File: config.mk
export PLATFORM = sky130hd
export DESIGN_NAME = dual_strobe_counter
export DESIGN_NICKNAME = d
export VERILOG_FILES = /design/src/rtl/ds_counter_pkg.sv /design/src/rtl/ds_sync.sv /design/src/rtl/ds_step_detect.sv /design/src/rtl/ds_count_core.sv /design/src/rtl/ds_wrap_flags.sv /design/src/rtl/dual_strobe_counter.sv
export SDC_FILE = /design/constraint.sdc
export NUM_CORES = 1
export LEC_CHECK = 0
export BUFFER_PORTS_ARGS = -buffer_cell sky130_fd_sc_hd__buf_4
export CORE_MARGIN = 1
export CORE_UTILIZATION = 40
export CTS_CLUSTER_DIAMETER = 150
export DETAILED_ROUTE_END_ITERATION = 8
export MAX_ROUTING_LAYER = met4
export SYNTH_ARGS = -nofsm -noshare
export SYNTH_HDL_FRONTEND = slang
export SYNTH_SLANG_ARGS = --single-unit
File: constraint.sdc
create_clock -name clk -period 5.5 [get_ports clk]
set_input_delay 1.1 -clock clk [delete_from_list [all_inputs] [get_ports clk]]
set_output_delay 1.1 -clock clk [all_outputs]
set_load 0.05 [all_outputs]
File: src/rtl/ds_counter_pkg.sv
package ds_counter_pkg;

    // Operation chosen by the count core in one cycle.
    typedef enum logic [2:0] {
        OP_HOLD,
        OP_INC,
        OP_DEC,
        OP_LOAD,
        OP_CLEAR
    } cnt_op_e;

    // Control bundle handed to the count core.
    typedef struct packed {
        logic clear;
        logic load;
        logic step_up;
        logic step_dn;
    } cnt_ctrl_t;

    localparam int unsigned SYNC_STAGES_DEF = 2;
    localparam int unsigned CNT_WIDTH_DEF   = 4;

    // Priority: clear, then load, then steps.
    function automatic cnt_op_e pick_op(input cnt_ctrl_t c);
        if (c.clear)        return OP_CLEAR;
        else if (c.load)    return OP_LOAD;
        else if (c.step_up) return OP_INC;
        else if (c.step_dn) return OP_DEC;
        else                return OP_HOLD;
    endfunction

    // Both strobe levels low: the overlap state.
    function automatic logic both_low(input logic a_n, input logic b_n);
        return (~a_n) & (~b_n);
    endfunction

    // Both strobe levels high: the idle state.
    function automatic logic both_high(input logic a_n, input logic b_n);
        return a_n & b_n;
    endfunction

endpackage

File: src/rtl/ds_sync.sv
module ds_sync #(
    parameter int unsigned LINES  = 2,
    parameter int unsigned STAGES = 2
) (
    input  logic             clk,
    input  logic             rst,
    input  logic [LINES-1:0] async_in,
    output logic [LINES-1:0] sync_out
);
    logic [LINES-1:0] stage_q [STAGES];

    generate
        for (genvar s = 0; s < STAGES; s++) begin : g_stage
            if (s == 0) begin : g_first
                always_ff @(posedge clk) begin
                    if (rst) stage_q[s] <= '1;
                    else     stage_q[s] <= async_in;
                end
            end else begin : g_next
                always_ff @(posedge clk) begin
                    if (rst) stage_q[s] <= '1;
                    else     stage_q[s] <= stage_q[s-1];
                end
            end
        end
    endgenerate

    assign sync_out = stage_q[STAGES-1];
endmodule

File: src/rtl/ds_step_detect.sv
module ds_step_detect
    import ds_counter_pkg::*;
(
    input  logic clk,
    input  logic rst,
    input  logic lvl_up_n,
    input  logic lvl_dn_n,
    output logic step_up,
    output logic step_dn
);
    logic prev_up_q;
    logic prev_dn_q;
    logic lock_q;
    logic lock_d;

    always_comb begin
        if (both_low(lvl_up_n, lvl_dn_n))       lock_d = 1'b1;
        else if (both_high(lvl_up_n, lvl_dn_n)) lock_d = 1'b0;
        else                                    lock_d = lock_q;
    end

    always_ff @(posedge clk) begin
        if (rst) begin
            prev_up_q <= 1'b1;
            prev_dn_q <= 1'b1;
            lock_q    <= 1'b0;
        end else begin
            prev_up_q <= lvl_up_n;
            prev_dn_q <= lvl_dn_n;
            lock_q    <= lock_d;
        end
    end

    // Trailing edge of one strobe while the other idles high, outside an overlap.
    assign step_up = lvl_up_n & ~prev_up_q & lvl_dn_n & ~lock_q;
    assign step_dn = lvl_dn_n & ~prev_dn_q & lvl_up_n & ~lock_q;

    // a cycle with both strobes low is never followed by a step.
    p_overlap_blocks_r9: assert property (@(posedge clk) disable iff (rst)
        (!lvl_up_n && !lvl_dn_n) |=> (!step_up && !step_dn));

    // the two steps never fire together.
    p_steps_exclusive_r9: assert property (@(posedge clk) disable iff (rst)
        $onehot0({step_up, step_dn}));
endmodule

File: src/rtl/ds_count_core.sv
module ds_count_core
    import ds_counter_pkg::*;
#(
    parameter int unsigned WIDTH = CNT_WIDTH_DEF
) (
    input  logic             clk,
    input  logic             rst,
    input  cnt_ctrl_t        ctrl,
    input  logic [WIDTH-1:0] load_data,
    output logic [WIDTH-1:0] count_q
);
    localparam logic [WIDTH-1:0] CNT_MAX = '1;
    localparam logic [WIDTH-1:0] CNT_ONE = WIDTH'(1);

    cnt_op_e          op;
    logic [WIDTH-1:0] count_d;

    assign op = pick_op(ctrl);

    always_comb begin
        unique case (op)
            OP_CLEAR: count_d = '0;
            OP_LOAD:  count_d = load_data;
            OP_INC:   count_d = count_q + CNT_ONE;
            OP_DEC:   count_d = count_q - CNT_ONE;
            default:  count_d = count_q;
        endcase
    end

    always_ff @(posedge clk) begin
        if (rst) count_q <= '0;
        else     count_q <= count_d;
    end

    p_clear_wins_r7: assert property (@(posedge clk) disable iff (rst)
        ctrl.clear |=> (count_q == '0));

    p_load_value_r6: assert property (@(posedge clk) disable iff (rst)
        (!ctrl.clear && ctrl.load) |=> (count_q == $past(load_data)));

    p_load_over_step_r8: assert property (@(posedge clk) disable iff (rst)
        (!ctrl.clear && ctrl.load && (ctrl.step_up || ctrl.step_dn))
            |=> (count_q == $past(load_data)));

    p_step_up_r2: assert property (@(posedge clk) disable iff (rst)
        (!ctrl.clear && !ctrl.load && ctrl.step_up)
            |=> (count_q == WIDTH'($past(count_q) + CNT_ONE)));

    p_step_dn_r3: assert property (@(posedge clk) disable iff (rst)
        (!ctrl.clear && !ctrl.load && ctrl.step_dn && !ctrl.step_up)
            |=> (count_q == WIDTH'($past(count_q) - CNT_ONE)));

    p_wrap_up_r4: assert property (@(posedge clk) disable iff (rst)
        (!ctrl.clear && !ctrl.load && ctrl.step_up && count_q == CNT_MAX)
            |=> (count_q == '0));

    p_wrap_dn_r5: assert property (@(posedge clk) disable iff (rst)
        (!ctrl.clear && !ctrl.load && ctrl.step_dn && !ctrl.step_up && count_q == '0)
            |=> (count_q == CNT_MAX));

    p_hold_r10: assert property (@(posedge clk) disable iff (rst)
        (!ctrl.clear && !ctrl.load && !ctrl.step_up && !ctrl.step_dn)
            |=> $stable(count_q));
endmodule

File: src/rtl/ds_wrap_flags.sv
module ds_wrap_flags #(
    parameter int unsigned WIDTH = 4
) (
    input  logic [WIDTH-1:0] count_q,
    input  logic             lvl_up_n,
    input  logic             lvl_dn_n,
    output logic             carry_n,
    output logic             borrow_n
);
    localparam logic [WIDTH-1:0] CNT_MAX = '1;

    logic at_top;
    logic at_bottom;

    assign at_top    = (count_q == CNT_MAX);
    assign at_bottom = (count_q == '0);

    // Low while the terminal count is present and the matching strobe is low.
    assign carry_n  = ~(at_top & ~lvl_up_n);
    assign borrow_n = ~(at_bottom & ~lvl_dn_n);
endmodule

File: src/rtl/dual_strobe_counter.sv
module dual_strobe_counter
    import ds_counter_pkg::*;
#(
    parameter int unsigned WIDTH       = CNT_WIDTH_DEF,
    parameter int unsigned SYNC_STAGES = SYNC_STAGES_DEF
) (
    input  logic             clk,
    input  logic             rst,
    input  logic             inc_stb_n,
    input  logic             dec_stb_n,
    input  logic             load_n,
    input  logic             clear,
    input  logic [WIDTH-1:0] load_data,
    output logic [WIDTH-1:0] count_q,
    output logic             carry_n,
    output logic             borrow_n
);
    logic [1:0] stb_sync;
    logic       lvl_up_n;
    logic       lvl_dn_n;
    logic       step_up;
    logic       step_dn;
    cnt_ctrl_t  ctrl;

    ds_sync #(.LINES(2), .STAGES(SYNC_STAGES)) u_sync (
        .clk      (clk),
        .rst      (rst),
        .async_in ({dec_stb_n, inc_stb_n}),
        .sync_out (stb_sync)
    );

    assign lvl_up_n = stb_sync[0];
    assign lvl_dn_n = stb_sync[1];

    ds_step_detect u_step (
        .clk      (clk),
        .rst      (rst),
        .lvl_up_n (lvl_up_n),
        .lvl_dn_n (lvl_dn_n),
        .step_up  (step_up),
        .step_dn  (step_dn)
    );

    always_comb begin
        ctrl.clear   = clear;
        ctrl.load    = ~load_n;
        ctrl.step_up = step_up;
        ctrl.step_dn = step_dn;
    end

    ds_count_core #(.WIDTH(WIDTH)) u_core (
        .clk       (clk),
        .rst       (rst),
        .ctrl      (ctrl),
        .load_data (load_data),
        .count_q   (count_q)
    );

    ds_wrap_flags #(.WIDTH(WIDTH)) u_flags (
        .count_q  (count_q),
        .lvl_up_n (lvl_up_n),
        .lvl_dn_n (lvl_dn_n),
        .carry_n  (carry_n),
        .borrow_n (borrow_n)
    );

    // overflow and underflow flags are never active together.
    p_flags_apart_r5: assert property (@(posedge clk) disable iff (rst)
        !(!carry_n && !borrow_n));

    // the cycle after reset shows zero count and idle flags.
    p_reset_state_r1: assert property (@(posedge clk)
        rst |=> (count_q == '0 && carry_n && borrow_n));
endmodule

Yosys cells after proc, flatten, opt, wreduce, memory -nomap -nowiden
Memory sizes are Yosys's and may differ from the RTL's.
Cells that the tools add are included.

cells by class
  add/sub/neg operators = 2
  equality and inequality tests = 5
  mux-type cells = 12
  bitwise operators = 19
  reductions and logical operators = 3

operators with widths
  operator                                              count
  case mux 4 bit (4 select lines)                       1
  AND 1 bit                                             10
  two-way mux 3 bit                                     3
  NOT 1 bit                                             7
  equality test 3 x 2 -> 1 bit (second input constant)  2
  two-way mux 2 bit                                     3
  two-way mux 1 bit                                     5
  adder 4 x 1 -> 4 bit (second input constant)          1
  equality test 4 bit (second input constant)           1
  logical NOT 4 bit                                     1
  nonzero test 4 bit                                    1
  subtractor 4 x 1 -> 4 bit (second input constant)     1
  equality test 3 x 1 -> 1 bit (second input constant)  1
  equality test 3 bit (second input constant)           1
  OR 1 bit                                              2
  nonzero test 2 bit                                    1

word-level totals
  flip-flop bits (word level) = 7
  bits in writable memories = 4
  input bits = 10
  output and inout bits = 6
  word-level logic and storage cells = 46
  memories = 1

memory list
  name            words  bits a word  read ports  clocked after Yosys merged registers in  wr ports  RTL line       source
  u_sync.stage_q  2      2            2           0                                        2         ds_sync.sv:10  logic [LINES-1:0] stage_q [STAGES];

Depth between registers and ports, before layout
  depth in word-level cells = 10
  mapped depth = 10
  gate-level depth less buffers = 10

Cells and area by module
Synthesis repeated with hierarchy kept, for this count alone.

second synthesis, totals
  cells, all modules = 65
  area, all modules = 603.1 µm²

by module, submodules not included
  module               times used  cells each  area each (µm²)
  ds_count_core        1           38          347.8
  ds_step_detect       1           13          121.4
  ds_sync              1           8           105.1
  ds_wrap_flags        1           5           25.0
  dual_strobe_counter  1           1           3.8

Worst setup path after synthesis
Ideal clock, no wire load.

  path type = input -> register
  start point = in load_n
  end point = reg u_core.count_q[3]
  library setup time = 0.126 ns
  arrival time = 2.654 ns
  data required time = 5.374 ns
  slack = 2.719 ns
  cell stages on the path = 9
  path through = buf_2 > nand2_1 > nor3_1 > ha_1 > a21o_1 > a21oi_2 > xnor2_1 > mux2i_1 > a31oi_1

between the ends
  longest elaborated chain between the ends = 4

ends and longest elaborated chain
  item                                                                          RTL line                   source
  from (decl)                                                                   dual_strobe_counter.sv:11  input logic load_n,
  two-way mux 3 bit (*)                                                         ds_counter_pkg.sv:26       else if (c.load) return OP_LOAD;
  two-way mux 3 bit (*)                                                         ds_counter_pkg.sv:25       if (c.clear) return OP_CLEAR;
  equality test 3 x 2 -> 1 bit, or another cell as far along                    ds_count_core.sv:21        unique case (op)
  case mux 4 bit (4 select lines) / nonzero test 4 bit (equally long branches)  --
  to (signal assigned)                                                          ds_count_core.sv:32        else count_q <= count_d;
  to (decl)                                                                     ds_count_core.sv:10        output logic [WIDTH-1:0] count_q

Every way passes the cells marked *; elsewhere a longest branch is shown, timed or not.
A chain may end at the register's enable or synchronous reset.

Final worst setup path
Same ends and word-level chain as after synthesis.

==> reports/results.ini <==
[outcome]
status=completed

[setup_path]
ff2ff_path_depth=10
cp_data_required_time_ns=5.65
reg2reg_from=u_sync.stage_q[1][0]
reg2reg_slack_ns=3.21
critPathLaunchType=input pin
worstSetupPathType=in -> reg
reg2reg_to=u_core.count_q[3]
critPathMaxFanout=10
endpoint_kind=register
arrival_ns=2.81

[place]
dp_hpwl_um=817
numPortBuffers=15
gp_congestion=0.696

[logic_synthesis]
ys_seq_area_frac=0.399
syn_area_per_cell_um2=9.85
yosys-mux-area-fraction=0.0544
syn_inst=56
ys_seq_elements=11
yosys.area_share.simple=0.222
yosys.area_share.adder=0.104
yosys.area.top_type=dfxtp_1
ys_warn_count=0
yosysTopAreaCellShare=0.399
synth_top_cells_by_area=dfxtp_1, ha_1, or2_2
synth_cell_type_count=27
synth_compound_area_frac=0.150
syn_area_um2=552
mappedNetlistNets=70
synth_top_family_by_area=simple AND/OR/NAND/NOR gates
synth_xor_area_frac=0.0476

[route]
drt-initial-drc-count=2
wl_per_cell_um=11.6
via_per_inst=4.91
ant_nets=0
wl_um=1030
dr_total_vias=437
dr.pass1.iters=2
drc=0

[cts]
clk_pin_slew_ns=0.07
post-cts-setup-buffer-count=0
cts_buffers=3
cts_tree=done
cts_resized=0
htreeDepth=1
clockBufferDepth=2
clkSinkCount=11
cts_hold_buf=0
cts_root_buf=clkbuf_4
worstSkewPairLatency_ns=0.26

[floorplanning]
initial_core_util=0.429
fp-row-count=13
die_w_um=39.1
num_io_pins=16
die_area_um2=1530
core_area_um2=1280
fp.dieH_um=39.1

[global_route]
grt_remaining_overflow=0
grt_usage=0.175
antenna_found_initial=0
grt_pass1_wl_um=1740
grt_max_degree=11
grt_pass1_vias=422

[power]
switchingPower_mw=0.0431
leakagePower_nw=0.338
pwr-share-seq=0.515
p_int_mw=0.124
power_frac_comb=0.165
p_clk_frac=0.320
power.total_mw=0.167
peakVddDrop_mv=0.160
netSwitchingFraction=0.259
cellPowerDensity_nw_per_um2=237

[sta]
fin_skew_ns=0.00516
setup_violations=0
timing.final.crit_share=0.484
period_minus_slack_ns=2.66
fin_setup_tns_ns=0
finalHoldViolCount=0
max_freq_ghz=0.376
rsz0062_at_grt=no
slew_headroom=0.707
maxSlewViolCount=0
tightest_slew_ns=0.436

[cells_and_area]
drive_above_1_share=0.392
num_antenna_cells=0
area_growth_pct=27.7
nets=89

[hold_path]
min_path_type=reg -> reg
hold_start=u_sync.stage_q[0][0]
holdPathEnd=u_sync.stage_q[1][0]
worstHoldPathCells=1

[job]
drv_cap=0

-- kinds of logic (layout without fill, tap and decap cells) --
kind of cell,count (synthesis),in the layout
buf+inv,3,21
mux,3,3
xor+xnor,3,3
compound gates,11,11
flops,11,11
simple gates,21,21
fa+ha+maj,4,4
-- critical path, stage by stage --
cell     delay [ns]
buf_4          0.14
nand2_1        0.06
nor3_1         0.38
ha_1           0.32
a21o_1         0.19
a21oi_2        0.14
xnor2_1        0.14
mux2i_1        0.23
a31oi_1        0.10
-- cells in the mapped netlist, drive strengths merged --
| cell | n |
|---|---|
| and3 | 1 |
| xor2 | 1 |
| nor4 | 1 |
| nand3 | 1 |
| a211o | 1 |
| mux2i | 3 |
| o211ai | 1 |
| a21oi | 4 |
| buf | 1 |
| nor2 | 4 |
| or2 | 6 |
| nor3 | 1 |
| nand2b | 1 |
| nand2 | 4 |
| ha | 3 |
| a21o | 1 |
| a31oi | 1 |
| xnor2 | 2 |
| fa | 1 |
| inv | 2 |
| o21ai | 3 |
| nand3b | 2 |
| dfxtp | 11 |
-- layout make-up --
class | instances | area [um2]
clock buffers | 4 | 26.3
repair buffers | 15 | 113
fillers | 128 | 581
flip-flops and latches | 11 | 220
multi-input cells | 42 | 319
well taps | 15 | 18.8
inverters | 2 | 7.51
-- metal layers --
layer / vias to the layer above / routed length [um] / global-route usage
met3: 0 / 53 / 0.0520
met1: 192 / 532 / 0.203
met2: 11 / 446 / 0.279
met5: - / 0 / -
li1: 234 / - / -
met4: 0 / 0 / 0.0776
-- power by group through the flow --
stage	clock network, mW	registers [mW]	logic (mW)
after CTS	0.0554	0.0858	0.0278
final	0.0533	0.0858	0.0276
after global routing	0.0595	0.0863	0.0299
after floorplan	0	0.0915	0.0132
after detailed placement	0	0.0877	0.0277
after global placement	0	0.0877	0.0275
-- cell usage in the layout (no fill, tap or decap), types with 2 or more instances in the layout --
master,instances
ha_1,3
nand2_1,4
inv_1,2
nor2_1,3
dfxtp_1,11
o21ai_1,2
a21oi_1,3
buf_4,15
mux2i_1,3
or2_2,6
xnor2_1,2
clkbuf_4,3
-- per-stage QoR --
step / instance area, um2 / setup slack (ns) / utilization / std cells / hold slack, ns
final: 704 / 2.84 / 0.548 / 89 / 0.411
after global routing: 704 / 2.72 / 0.548 / 89 / 0.431
after CTS: 704 / 2.84 / 0.548 / 89 / 0.414
after detailed placement: 678 / 2.57 / 0.528 / 85 / 0.393
after global placement: 678 / 2.65 / 0.528 / 85 / 0.396
after floorplan: 552 / 2.72 / - / 56 / 0.389
-- flip-flops by register name, summed over array words and instances (netlist names) --
name	flops
u_core.count_q	4
u_sync.stage_q	4
u_step.lock_q	1
u_step.prev_dn_q	1
u_step.prev_up_q	1
-- how the worst max path moves through the flow --
stage	start	to	slack [ns]	cells past startpoint
floorplan	load_n	u_core.count_q[3]	2.72	9
global placement	load_n	u_core.count_q[3]	2.65	9
detailed placement	load_n	u_core.count_q[3]	2.57	9
CTS	load_n	u_core.count_q[3]	2.84	9
global route	load_n	u_core.count_q[3]	2.72	9
finish	load_n	u_core.count_q[3]	2.84	9
Power figures use the tool's default switching activity.
